$ cat config.mk
export PLATFORM = sky130hd
export DESIGN_NAME = ssram_burst
export DESIGN_NICKNAME = d
export VERILOG_FILES = /design/src/rtl/ssram_pkg.sv /design/src/rtl/ssram_store.sv /design/src/rtl/ssram_seq.sv /design/src/rtl/ssram_out.sv /design/src/rtl/ssram_burst.sv
export SDC_FILE = /design/constraint.sdc
export NUM_CORES = 1
export LEC_CHECK = 0
export BUFFER_PORTS_ARGS = -buffer_cell sky130_fd_sc_hd__buf_2
export CELL_PAD_IN_SITES_DETAIL_PLACEMENT = 1
export CELL_PAD_IN_SITES_GLOBAL_PLACEMENT = 2
export CORE_UTILIZATION = 49
export CTS_BUF_LIST = sky130_fd_sc_hd__clkbuf_4 sky130_fd_sc_hd__clkbuf_8
export CTS_CLUSTER_DIAMETER = 200
export CTS_CLUSTER_SIZE = 30
export DETAILED_ROUTE_END_ITERATION = 7
export MAX_ROUTING_LAYER = met4
export PLACE_DENSITY = 0.88
export SYNTH_ARGS = -nofsm -noshare
export SYNTH_HDL_FRONTEND = slang
export SYNTH_SLANG_ARGS = --single-unit
$ cat constraint.sdc
create_clock -name clk -period 2.1 [get_ports clk]
set_input_delay 0 -clock clk [delete_from_list [all_inputs] [get_ports clk]]
set_output_delay 0 -clock clk [all_outputs]
set_load 0.01 [all_outputs]
$ cat src/rtl/ssram_pkg.sv
`timescale 1ns/1ps
package ssram_pkg;

    // Operation selected on a clock edge, in priority order of decode.
    typedef enum logic [2:0] {
        OP_IDLE,    // nothing selected, nothing running
        OP_ABORT,   // chip deselected while a read is running
        OP_WRITE,   // single-beat store
        OP_START,   // capture a burst start address
        OP_SINGLE,  // capture a single-read address
        OP_STEP,    // deliver one beat
        OP_HOLD     // burst suspended this clock
    } op_e;

    // Sequencer flags carried between clocks.
    typedef struct packed {
        logic busy;   // a read is in progress
        logic first;  // next beat is the first one (latency clock passed)
    } seq_flags_t;

    localparam seq_flags_t SEQ_IDLE = '{busy: 1'b0, first: 1'b0};
    localparam seq_flags_t SEQ_LOAD = '{busy: 1'b1, first: 1'b1};

    function automatic op_e decode_op(
        input logic       cs_n,
        input logic       we,
        input logic       start,
        input logic       adv,
        input seq_flags_t flags
    );
        if (cs_n)
            return flags.busy ? OP_ABORT : OP_IDLE;
        if (we)
            return OP_WRITE;
        if (start)
            return OP_START;
        if (!flags.busy)
            return OP_SINGLE;
        if (flags.first || adv)
            return OP_STEP;
        return OP_HOLD;
    endfunction

endpackage

$ cat src/rtl/ssram_store.sv
`timescale 1ns/1ps
module ssram_store #(
    parameter int AW = 4,
    parameter int DW = 8
) (
    input  logic          clk,
    input  logic          wr_en,
    input  logic [AW-1:0] wr_addr,
    input  logic [DW-1:0] wr_data,
    input  logic [AW-1:0] rd_addr,
    output logic [DW-1:0] rd_data
);
    localparam int DEPTH = 1 << AW;

    logic [DEPTH-1:0][DW-1:0] words;

    for (genvar g = 0; g < DEPTH; g++) begin : g_word
        logic [DW-1:0] word_q;
        always_ff @(posedge clk) begin
            if (wr_en && (wr_addr == AW'(g)))
                word_q <= wr_data;
        end
        assign words[g] = word_q;
    end

    assign rd_data = words[rd_addr];

endmodule

$ cat src/rtl/ssram_seq.sv
`timescale 1ns/1ps
module ssram_seq
    import ssram_pkg::*;
#(
    parameter int AW        = 4,
    parameter int BURST_LEN = 4
) (
    input  logic          clk,
    input  logic          rst,
    input  logic          cs_n,
    input  logic          we,
    input  logic          burst_start,
    input  logic          adv,
    input  logic [AW-1:0] addr,
    output logic          wr_en,
    output logic [AW-1:0] rd_ptr,
    output logic          beat
);
    localparam int CW = $clog2(BURST_LEN + 1);

    seq_flags_t    flags_q;
    logic [CW-1:0] left_q;
    logic [AW-1:0] ptr_q;
    op_e           op;

    always_comb op = decode_op(cs_n, we, burst_start, adv, flags_q);

    always_ff @(posedge clk) begin
        if (rst) begin
            flags_q <= SEQ_IDLE;
            left_q  <= '0;
            ptr_q   <= '0;
        end else begin
            unique case (op)
                OP_ABORT, OP_WRITE: flags_q <= SEQ_IDLE;
                OP_START: begin
                    flags_q <= SEQ_LOAD;
                    left_q  <= CW'(BURST_LEN);
                    ptr_q   <= addr;
                end
                OP_SINGLE: begin
                    flags_q <= SEQ_LOAD;
                    left_q  <= CW'(1);
                    ptr_q   <= addr;
                end
                OP_STEP: begin
                    ptr_q         <= ptr_q + AW'(1);
                    left_q        <= left_q - CW'(1);
                    flags_q.first <= 1'b0;
                    if (left_q == CW'(1))
                        flags_q.busy <= 1'b0;
                end
                default: ;
            endcase
        end
    end

    assign wr_en  = (op == OP_WRITE);
    assign beat   = (op == OP_STEP);
    assign rd_ptr = ptr_q;

endmodule

$ cat src/rtl/ssram_out.sv
`timescale 1ns/1ps
module ssram_out #(
    parameter int DW = 8
) (
    input  logic          clk,
    input  logic          rst,
    input  logic          beat,
    input  logic [DW-1:0] word,
    output logic [DW-1:0] rdata,
    output logic          rvalid
);
    always_ff @(posedge clk) begin
        if (rst) begin
            rdata  <= '0;
            rvalid <= 1'b0;
        end else begin
            rvalid <= beat;
            if (beat)
                rdata <= word;
        end
    end
endmodule

$ cat src/rtl/ssram_burst.sv
`timescale 1ns/1ps
module ssram_burst #(
    parameter int AW        = 4,
    parameter int DW        = 8,
    parameter int BURST_LEN = 4
) (
    input  logic          clk,
    input  logic          rst,
    input  logic          cs_n,
    input  logic          we,
    input  logic          burst_start,
    input  logic          adv,
    input  logic [AW-1:0] addr,
    input  logic [DW-1:0] wdata,
    output logic [DW-1:0] rdata,
    output logic          rvalid
);
    logic          wr_en;
    logic          beat;
    logic [AW-1:0] rd_ptr;
    logic [DW-1:0] rd_word;

    ssram_seq #(.AW(AW), .BURST_LEN(BURST_LEN)) u_seq (
        .clk(clk), .rst(rst), .cs_n(cs_n), .we(we),
        .burst_start(burst_start), .adv(adv), .addr(addr),
        .wr_en(wr_en), .rd_ptr(rd_ptr), .beat(beat)
    );

    ssram_store #(.AW(AW), .DW(DW)) u_store (
        .clk(clk), .wr_en(wr_en), .wr_addr(addr), .wr_data(wdata),
        .rd_addr(rd_ptr), .rd_data(rd_word)
    );

    ssram_out #(.DW(DW)) u_out (
        .clk(clk), .rst(rst), .beat(beat), .word(rd_word),
        .rdata(rdata), .rvalid(rvalid)
    );

endmodule

==> flow_results.org <==
** Global route
- The total overflow left after global routing is 0.
- Across every metal layer, demand over resource in global routing totals 0.244.
- Global-route wire length before repair :: 20700 µm
- The initial antenna violation count was 0.
- Entering global routing, the biggest net connects 33 pins.
- Via count of the first global-routing pass :: 3459

** Layout
- Compared with the post-synthesis result, the final layout area differs by 17.3%.
- Antenna diode count :: 0
- Once layout is complete, the utilization of the core stands at 0.594.
- Commonest cells after routing, fill and taps aside :: sky130_fd_sc_hd__edfxtp_1, sky130_fd_sc_hd__mux4_2, sky130_fd_sc_hd__buf_2
- Most common cell after layout, fill and taps aside :: sky130_fd_sc_hd__edfxtp_1
- Fraction of final layout cells with drive strength greater than 1 :: 0.298
- Nets@finish :: 401

** Pwr
- Pwr Density :: 866 mW/mm²
- Share of power burned in the clock network :: 0.402
- Comb pwr share :: 0.054
- Switch share :: 0.206
- Sequential group share of total power :: 0.544
- In this run the static leakage power is 2.23 nW.
- IR analysis of the VDD net gives a maximum drop of 0.000574 V.
- For this design the total switching power over the nets is 1.21 mW.
- Cell internal power was estimated by the tool at 4.69 mW.

** Critical path
- Flop-to-flop setup slack :: 0.21 ns
- Total buffers and inverters traversed by the critical path :: 4
- For this design, the slowest cell found on the critical path is sky130_fd_sc_hd__dlygate4sd3_1.
- Highest cell delay on the worst timing path :: 0.56 ns
- The worst setup path is captured at a register.
- Grouping stages by cell kind, the critical path spends the most delay in buffers and inverters.
- CP cell instances :: dlygate4sd3_1, buf_2, or2_4, a21oi_1, a21oi_1, dlygate4sd3_1, nor2_1, dlygate4sd3_1
- The worst setup path is launched from a primary input.
- Critical path required time :: 2.49 ns
- Arrival time at the worst endpoint :: 2.35 ns
- Along the worst path, the maximum fanout reaches 11.
- Crit Path Class :: primary input to register
- Counting stages on the worst path, the most repeated cell is sky130_fd_sc_hd__dlygate4sd3_1.

** Floorplanning
- For this design the top-level I/O count stands at 27.
- In this run the horizontal extent of the chip is 111 µm.
- For this configuration, the core starts out at a cell density of 0.506.
- Standard-cell rows :: 39
- Area of the die :: 0.0123 mm²
- Die extent in y :: 111 µm
- The core region is 0.0115 mm².

** CTS
- The number of clock buffers added by TritonCTS is 17.
- Clock-pin slew was measured on the worst setup and hold paths at 0.08 ns.
- CTS sink count :: 146
- Clock latency of the later-clocked register in the worst-skew pair :: 0.44 ns
- Maximum level of the CTS H-tree :: 4
- The clock passes through at most 2 buffers.
- CTS root buf :: sky130_fd_sc_hd__clkbuf_8
- CTS tree :: yes
- Post-CTS Setup Repair Bufs :: 0

** STA
- For the pin with the worst max-slew slack, the measured transition is 0.685 ns.
- Total Negative Setup Slacks :: 0 ns
- Unrepaired setup endpoints after global routing :: no
- Max Clock Skew :: 0.0119 ns
- Final hold violations :: 0
- The routed design could run at a clock period as short as 1.96 ns.
- Derived from the worst setup path, the maximum achievable clock frequency is 509 MHz.
- Final hold slack :: 0.0103 ns
- Share of the clock period used by the worst path :: 0.935
- Final setup violation count :: 0
- Headroom to the max-slew limit came out at 0.542.
- The final count of pins violating max slew was 0.

** Logic synthesis
- Counting every instance in the synthesized netlist gives 313.
- Average cell area after synthesis :: 18.6 µm²
- Synthesis inferred 146 register bits.
- Count of different cell masters after synthesis :: 40
- The number of nets handed over by synthesis was 334.
- During synthesis, Yosys emitted a total of 0 warnings.
- For this run, the register share of the synthesized area comes to 0.724.
- Netlist Area Pre-Place :: 0.00581 mm²

** Hold path
- The tightest min-delay check is of the primary input to register type.

** Detailed routing
- Wire length per cell after detailed routing :: 24.7 µm
- DR DRC count :: 0
- For this block, the initial DRC count from the detailed router was 219.
- Once detail routing completed, the nets flagged for antenna violations numbered 0.
- Detailed-route wire length :: 13200 µm
- Iteration count of the initial detailed-routing pass :: 4
- The routed layout has 3136 vias.
- Average vias per placed instance :: 5.85

** Place
- Number of buffers inserted by port buffering :: 26
- Placed wire-length estimate :: 8290 µm
- At the end of routability-driven placement, the weighted congestion stood at 0.749.

** Run status
- The flow ran to the end, and the final reports show no timing, DRC or antenna violations.

** Flow run
- Max-cap violations in this run came to 0.
-- power by group through the flow --
stage / combinational, mW / sequential [mW] / clock [mW]
after floorplan: 0.181 / 3.27 / 0
final: 0.318 / 3.21 / 2.37
after global placement: 0.279 / 3.27 / 0
after detailed placement: 0.293 / 3.28 / 0
after CTS: 0.319 / 3.21 / 2.41
after global routing: 0.345 / 3.22 / 2.50
-- final cells by class --
type / count / area, µm²
fill: 1010 / 4660
sequential: 146 / 4210
multi-input combinational: 148 / 1510
timing repair buffer: 65 / 485
clock buffer: 22 / 272
tap: 143 / 179
clock inverter: 10 / 158
inverter: 2 / 7.51
-- cell usage after synthesis --
cell	number	area share
sky130_fd_sc_hd__edfxtp_1	128	0.66
sky130_fd_sc_hd__mux4_2	31	0.12
sky130_fd_sc_hd__dfxtp_1	18	0.062
sky130_fd_sc_hd__nor2_1	18	0.012
sky130_fd_sc_hd__mux2i_1	15	0.026
sky130_fd_sc_hd__o21ai_0	10	0.0086
sky130_fd_sc_hd__a21oi_1	9	0.0078
sky130_fd_sc_hd__nand3b_1	8	0.010
sky130_fd_sc_hd__clkbuf_1	7	0.0045
sky130_fd_sc_hd__nor3_1	7	0.0060
sky130_fd_sc_hd__o221ai_1	7	0.011
sky130_fd_sc_hd__nand2_1	6	0.0039
sky130_fd_sc_hd__nand2b_1	5	0.0054
sky130_fd_sc_hd__nor4_1	4	0.0043
sky130_fd_sc_hd__buf_2	3	0.0026
sky130_fd_sc_hd__buf_4	3	0.0039
sky130_fd_sc_hd__ha_1	3	0.0065
sky130_fd_sc_hd__a311oi_1	2	0.0030
sky130_fd_sc_hd__buf_1	2	0.0013
sky130_fd_sc_hd__buf_6	2	0.0039
sky130_fd_sc_hd__inv_1	2	0.0013
sky130_fd_sc_hd__nand3_1	2	0.0017
sky130_fd_sc_hd__nand4b_1	2	0.0030
sky130_fd_sc_hd__o31a_1	2	0.0030
sky130_fd_sc_hd__or3_1	2	0.0022
sky130_fd_sc_hd__a2111oi_2	1	0.0026
sky130_fd_sc_hd__a21boi_0	1	0.0013
sky130_fd_sc_hd__a2bb2oi_1	1	0.0015
sky130_fd_sc_hd__and2_1	1	0.0011
sky130_fd_sc_hd__and3_1	1	0.0011
sky130_fd_sc_hd__and4b_1	1	0.0017
sky130_fd_sc_hd__mux4_1	1	0.0045
sky130_fd_sc_hd__nor2_2	1	0.0011
sky130_fd_sc_hd__nor2b_1	1	0.0011
sky130_fd_sc_hd__nor2b_4	1	0.0024
sky130_fd_sc_hd__nor4b_1	1	0.0015
sky130_fd_sc_hd__o21bai_1	1	0.0013
sky130_fd_sc_hd__or2_1	1	0.0011
sky130_fd_sc_hd__or2_2	1	0.0011
sky130_fd_sc_hd__or3b_1	1	0.0015
-- path summary, 6_finish.rpt --
kind | startpoint | endpoint | depth (start not counted)
hold reg to reg | u_seq.left_q[2] | u_seq.left_q[2] | 2
setup / recovery | cs_n | u_seq.flags_q[0] | 8
hold / removal | we | u_seq.flags_q[1] | 3
setup reg to reg | u_seq.rd_ptr[0] | u_out.rdata[6] | 4
-- worst reg2reg max path, stage by stage, from the launching register on --
cell and delay [ns]:
sky130_fd_sc_hd__dfxtp_1 0.55, sky130_fd_sc_hd__mux4_2 0.56, sky130_fd_sc_hd__nor2b_4 0.14, sky130_fd_sc_hd__a2111oi_2 0.40
sky130_fd_sc_hd__a311oi_1 0.11
-- registers in the layout (all words and copies together), names as in the netlist --
signal,cells
u_seq.rd_ptr,4
u_out.rdata,8
u_seq.flags_q,2
u_out.rvalid,1
u_store.g_word.word_q,128
u_seq.left_q,3
-- metal layers --
layer	global-route usage	routed length, µm	vias up
li1	-	-	1406
met1	0.322	5560	1601
met2	0.375	6530	104
met3	0.0443	803	25
met4	0.106	319	0
met5	-	0	-
-- timing repair --
| item | CTS | global route |
|---|---|---|
| endpoints found under the setup margin | 0 | 1 |
| gates resized for setup | 0 | 1 |
| hold buffers | 15 | 0 |
| hold endpoints to repair | 137 | 0 |
-- kinds of logic (layout without fill, tap and decap cells) --
logic type / Yosys count / after routing / share of synthesized area
compound gates: 34 / 34 / 0.0396
fa+ha+maj: 3 / 3 / 0.00646
buf+inv: 19 / 99 / 0.0174
flops: 146 / 146 / 0.724
mux: 47 / 47 / 0.151
simple gates: 64 / 64 / 0.0620
-- stage by stage --
step | cell area, µm² | setup WS (ns) | total power, mW | cells
after floorplan | 5810 | 0.508 | 3.45 | 313
after global placement | 6230 | 0.347 | 3.55 | 489
after detailed placement | 6230 | 0.249 | 3.57 | 489
after CTS | 6810 | 0.0663 | 5.94 | 536
after global routing | 6810 | 0.000202 | 6.06 | 536
final | 6810 | 0.137 | 5.90 | 536
Note: power is estimated with default switching activity, not from simulation.
